### src/rtl/wdog_regs.sv
module wdog_regs #(
  parameter int CW = 10
) (
  input  logic        clk,
  input  logic        rst_n,
  input  logic        tick,
  input  logic        no_reboot,
  input  logic        wr,
  input  logic [4:0]  addr,
  input  logic [15:0] wdata,
  input  logic [1:0]  be,
  output logic [15:0] rdata,
  output logic        action_req
);
  localparam logic [3:0] W_RLD  = 4'h0, W_DAT = 4'h1, W_ST1 = 4'h2, W_ST2 = 4'h3,
                         W_CT1  = 4'h4, W_CT2 = 4'h5, W_MSG = 4'h6, W_WDS = 4'h7,
                         W_SWI  = 4'h8, W_INI = 4'h9;
  localparam logic [CW-1:0] ONE = CW'(1);

  logic [3:0]    idx;
  logic [CW-1:0] cnt;
  logic [15:0]   init_r, ctrl2;
  logic [7:0]    din, dout, msg1, msg2, wdst, swirq;
  logic          halt, lock, st1_to, st1_sw, st2_sec, st2_boot, stage, act_q;
  logic          reload_wr, expire, second, lo, hi;

  assign idx       = addr[4:1];
  assign lo        = wr & be[0];
  assign hi        = wr & be[1];
  assign reload_wr = wr & (idx == W_RLD) & (|be);
  assign expire    = tick & ~halt & ~reload_wr & (cnt <= ONE);
  assign second    = expire & stage;
  assign action_req = act_q;

  always_ff @(posedge clk) begin
    if (!rst_n) begin
      cnt <= '0;
      stage <= 1'b0;
      act_q <= 1'b0;
    end else begin
      act_q <= second & ~no_reboot;
      if (reload_wr) begin
        cnt   <= init_r[CW-1:0];
        stage <= 1'b0;
      end else if (tick && !halt) begin
        cnt <= expire ? init_r[CW-1:0] : cnt - ONE;
        if (expire) stage <= 1'b1;
      end
    end
  end

  always_ff @(posedge clk) begin
    if (!rst_n) begin
      st1_to <= 1'b0; st1_sw <= 1'b0; st2_sec <= 1'b0; st2_boot <= 1'b0;
    end else begin
      st1_to   <= expire | (st1_to   & ~(lo && idx == W_ST1 && wdata[3]));
      st1_sw   <= (wr && idx == W_DAT && (|be)) |
                  (st1_sw & ~(lo && idx == W_ST1 && wdata[1]));
      st2_sec  <= second | (st2_sec  & ~(lo && idx == W_ST2 && wdata[1]));
      st2_boot <= second | (st2_boot & ~(lo && idx == W_ST2 && wdata[2]));
    end
  end

  always_ff @(posedge clk) begin
    if (!rst_n) begin
      halt <= 1'b0; lock <= 1'b0;
      init_r <= 16'h0004; ctrl2 <= 16'h0008;
      din <= '0; dout <= '0; msg1 <= '0; msg2 <= '0; wdst <= '0; swirq <= 8'h03;
    end else begin
      if (hi && idx == W_CT1) begin
        halt <= wdata[11];
        lock <= lock | wdata[12];
      end
      if (lo && idx == W_DAT) din   <= wdata[7:0];
      if (hi && idx == W_DAT) dout  <= wdata[15:8];
      if (lo && idx == W_CT2) ctrl2[7:0]  <= wdata[7:0];
      if (hi && idx == W_CT2) ctrl2[15:8] <= wdata[15:8];
      if (lo && idx == W_MSG) msg1  <= wdata[7:0];
      if (hi && idx == W_MSG) msg2  <= wdata[15:8];
      if (lo && idx == W_WDS) wdst  <= wdata[7:0];
      if (lo && idx == W_SWI) swirq <= wdata[7:0];
      if (lo && idx == W_INI) init_r[7:0]  <= wdata[7:0];
      if (hi && idx == W_INI) init_r[15:8] <= wdata[15:8];
    end
  end

  always_comb begin
    rdata = '0;
    case (idx)
      W_RLD: rdata = 16'(cnt);
      W_DAT: rdata = {dout, din};
      W_ST1: rdata = {12'h000, st1_to, 1'b0, st1_sw, 1'b0};
      W_ST2: rdata = {13'h0000, st2_boot, st2_sec, 1'b0};
      W_CT1: rdata = {3'b000, lock, halt, 11'h000};
      W_CT2: rdata = ctrl2;
      W_MSG: rdata = {msg2, msg1};
      W_WDS: rdata = {8'h00, wdst};
      W_SWI: rdata = {8'h00, swirq};
      W_INI: rdata = init_r;
      default: rdata = '0;
    endcase
  end
endmodule

### config.mk
export PLATFORM = sky130hd
export DESIGN_NAME = wdog_regs
export DESIGN_NICKNAME = d
export VERILOG_FILES = /design/src/rtl/wdog_regs.sv
export SDC_FILE = /design/constraint.sdc
export NUM_CORES = 1
export LEC_CHECK = 0
export ABC_AREA = 1
export CAP_MARGIN = 10
export CORE_AREA = 2 2 164 118
export DETAILED_ROUTE_END_ITERATION = 16
export DIE_AREA = 0 0 166 120
export SETUP_SLACK_MARGIN = 0.4
export SLEW_MARGIN = 20
export SYNTH_ARGS = -nofsm -noshare
export SYNTH_HDL_FRONTEND = slang
export SYNTH_SLANG_ARGS = --single-unit
### constraint.sdc
create_clock -name clk -period 4.5 [get_ports clk]
set_clock_uncertainty 0.15 [all_clocks]
set_input_delay 0.9 -clock clk [delete_from_list [all_inputs] [get_ports clk]]
set_output_delay 0.9 -clock clk [all_outputs]
set_load 0.05 [all_outputs]
==> results.md <==
* Run status: completed
* Register area share after synthesis at 43.3%
* Global Route Usage Sum at 14.1%
* Post-route standard cell area excluding fillers at 5650 um2
* Combinational Power Share at 16.1%
* Critical path class: input port to output pin
* Cell-internal power at 1.51 mW
* Post-synthesis instance total at 634
* Sum of overflow across all layers after global routing at 0
* Hold_buf cts at 0
* Required time at the worst-slack endpoint at 3.45 ns
* Ratio of cells with drive above 1 in the final layout at 10.3%
* Post-cts resize count at 0
* Peak VDD IR at 0.000178 V
* Die width at 166 um
* Die area at 19900 um2
* Detail Placement HPWL at 9.75 mm
* Number of max-cap violations at 0
* Final setup fails at 0
* Detail Route Antenna Nets at 0
* Critical Path Start Type: input port
* Reg2reg path depth at 10
* Post-Synthesis Cell Area at 4540 um2
* Number of antenna violations at the first check in global routing at 0
* Final Wtd Congestion at 0.853
* Total design power at 2.12 mW
* Die Height at 120 um
* Number of vias in the routed layout at 4353
* Vias in the first global route at 4009
* Layout overhead on the synthesized area at 24.6%
* Number of cells after detailed placement at 896
* H-tree Lvls at 3
* Actual slew at the worst max-slew pin at 0.618 ns
* Period utilisation layout at 86.7%
* I/O Pins at 45
* Flop and latch count out of synthesis at 98
* Final setup TNS at 0 ns
* Setup fix buffers added after clock tree synthesis at 0
* Number of non-filler instances in the completed layout at 912
* Clock tree from TritonCTS: built
* Maximum clock frequency at 0.256 GHz
* Core outline area at 18400 um2
* Crit path DAT at 2.85 ns
* Part of the total power dissipated in the clock network at 40.3%
* RSZ-0062 raised after global routing: false
* Number of CTS-inserted buffers at 9
* Wire length of the first global-routing pass at 22.1 mm
* Clock period minus final worst setup slack at 3.90 ns
* Clk Latency, worst-skew pair at 0.35 ns
* Num rows at 42
* Clock Tree Buf Depth at 2
* Switch share at 28.7%
* Clock sink total at 98
* Drt first-iter violations at 455
* Slew headroom at 58.8%
* Yosys warns at 0
* Initial core utilization at 24.6%
* CP endpoint kind: output pin
* Sequential cell fraction of total power at 43.6%
* Final Hold Vio Count at 0
* Max-slew violation count at 0
* Detailed-route wire length per cell at 15.3 um
* Capturing element of the worst setup path: rdata[3]
* Startpoint of the most critical register-to-register path: cnt[0]
* Maximum fanout along the worst path at 12
* Detailed-routing iteration count for the pre-antenna-repair pass at 5
* Worst hold slack across all endpoints at 0.298 ns
* Distinct cell type count of the synthesized netlist at 31
* Wire length reported by the detailed router at 14.0 mm
* Capture point of the worst reg-to-reg path: cnt[9]
* Antenna Diode Count at 0
* Clock-pin slew reported for the worst setup and hold paths after clock tree synthesis at 0.08 ns
* Cell area after placement at 5330 um2
* Buffers on Ports at 43
* Number of nets in the synthesized netlist at 664
* Switching power of the nets at 0.610 mW
* Setup slack of the most critical reg-to-reg path at 2.34 ns
* Hold crit path type: register to register
* Post-route DRC at 0
* Start point of the critical path: addr[4]
* Root buffer selected by CTS: sky130_fd_sc_hd__clkbuf_16
* Number of nets in the final layout at 695
* Via density per instance at 4.77
* Mean instance size in the synthesized netlist at 7.15 um2
* Leakage power at 2.07 nW
* Power per cell area at 376 nW/um2
* Pin count of the biggest net entering global routing at 66
==> area by class of cell <==
class	count	area, um2
clock buffers	9	225
clock inverters	7	101
fillers	1969	12800
inverters	93	349
multi-input cells	415	2090
flip-flops and latches	98	1960
well taps	242	303
repair buffers	48	623
==> cells by family (layout without fill, tap and decap cells) <==
family / after synthesis / after routing / share of synthesized area (%)
fa+ha+maj: 2 / 2 / 0.552
xor+xnor: 3 / 3 / 0.579
buf+inv: 121 / 157 / 10.7
compound gates: 215 / 215 / 25.7
simple gates: 195 / 195 / 19.2
flops: 98 / 98 / 43.3
==> critical path: stages <==
cell	delay, ns
sky130_fd_sc_hd__clkdlybuf4s50_1	0.63
sky130_fd_sc_hd__nor2_4	0.12
sky130_fd_sc_hd__nand2_1	0.25
sky130_fd_sc_hd__inv_2	0.19
sky130_fd_sc_hd__a21oi_1	0.25
sky130_fd_sc_hd__o2111ai_1	0.27
sky130_fd_sc_hd__buf_12	0.24
==> power by group through the flow <==
| stage | clock network (mW) | registers (mW) | logic (mW) |
|---|---|---|---|
| 3_3_place_gp | 0 | 0.944 | 0.332 |
| 4_1_cts | 0.873 | 0.924 | 0.338 |
| 2_1_floorplan | 0 | 0.938 | 0.231 |
| 3_5_place_dp | 0 | 0.944 | 0.336 |
| 6_report | 0.856 | 0.925 | 0.342 |
| 5_1_grt | 0.905 | 0.930 | 0.384 |
==> through the flow <==
step | utilization (%) | setup WS [ns]
6_report | 30.6 | 0.597
5_1_grt | 30.6 | 0.489
3_3_place_gp | 28.9 | 0.660
2_1_floorplan | - | 0.993
4_1_cts | 30.6 | 0.619
3_5_place_dp | 28.9 | 0.635
==> cell usage in the layout, fill, tap and decap left out, drive strengths merged, types with 9 or more instances in the layout <==
cell	n
a21oi	103
buf	22
clkbuf	9
clkdlybuf4s50	26
dfxtp	98
inv	95
nand2	101
nand3	39
nor2	47
o21ai	80
o22ai	19
==> state kept, by name, indices dropped and copies added (netlist names), 8 cells and up <==
| signal | count |
|---|---|
| wdst | 8 |
| cnt | 10 |
| msg2 | 8 |
| dout | 8 |
| din | 8 |
| ctrl2 | 16 |
| swirq | 8 |
| msg1 | 8 |
| init_r | 16 |
==> cell usage after synthesis <==
cell | number | area [um2]
sky130_fd_sc_hd__a21oi_1 | 100 | 500
sky130_fd_sc_hd__dfxtp_1 | 98 | 1960
sky130_fd_sc_hd__nand2_1 | 93 | 349
sky130_fd_sc_hd__inv_1 | 84 | 315
sky130_fd_sc_hd__o21ai_0 | 76 | 380
sky130_fd_sc_hd__nand3_1 | 39 | 195
sky130_fd_sc_hd__nor2_1 | 37 | 139
sky130_fd_sc_hd__o22ai_1 | 19 | 119
sky130_fd_sc_hd__buf_2 | 13 | 65.1
sky130_fd_sc_hd__clkbuf_1 | 13 | 48.8
sky130_fd_sc_hd__inv_2 | 9 | 33.8
sky130_fd_sc_hd__nand2_2 | 7 | 43.8
sky130_fd_sc_hd__nor2_2 | 5 | 31.3
sky130_fd_sc_hd__nor2_4 | 5 | 56.3
sky130_fd_sc_hd__nor3_1 | 5 | 25.0
sky130_fd_sc_hd__o211ai_1 | 4 | 30.0
sky130_fd_sc_hd__nand4_1 | 3 | 18.8
sky130_fd_sc_hd__o21ai_1 | 3 | 15.0
sky130_fd_sc_hd__o221ai_1 | 3 | 26.3
sky130_fd_sc_hd__a21oi_2 | 2 | 17.5
sky130_fd_sc_hd__a31oi_1 | 2 | 12.5
sky130_fd_sc_hd__buf_6 | 2 | 22.5
sky130_fd_sc_hd__ha_1 | 2 | 25.0
sky130_fd_sc_hd__o2111ai_1 | 2 | 17.5
sky130_fd_sc_hd__xor2_1 | 2 | 17.5
sky130_fd_sc_hd__a211o_1 | 1 | 8.76
sky130_fd_sc_hd__a21oi_4 | 1 | 16.3
sky130_fd_sc_hd__nand2_4 | 1 | 11.3
sky130_fd_sc_hd__o21ai_4 | 1 | 16.3
sky130_fd_sc_hd__o31ai_1 | 1 | 7.51
sky130_fd_sc_hd__xnor2_1 | 1 | 8.76
==> layer usage <==
layer  routed length (um)  part of all wire (%)  vias to the layer above  global-route usage (%)
met5                    0                     0                        -                       0
met4                  230                   1.6                        0                    3.86
met3                  880                   6.3                       21                    3.69
met2                 5840                    42                      147                    20.6
met1                 7000                    50                     2020                    20.4
li1                     -                     -                     2165                       -
==> worst min-delay path by stage <==
stage | to | slack, ns | depth (start not counted) | start
after CTS | dout[7] | 0.30 | 2 | dout[7]
after floorplan | ctrl2[2] | 0.27 | 2 | ctrl2[2]
after global routing | dout[5] | 0.32 | 2 | dout[5]
after detailed placement | dout[7] | 0.29 | 2 | dout[7]
after global placement | dout[7] | 0.28 | 2 | dout[7]
final | din[0] | 0.30 | 2 | din[0]
Note: power is estimated with default switching activity, not from simulation.
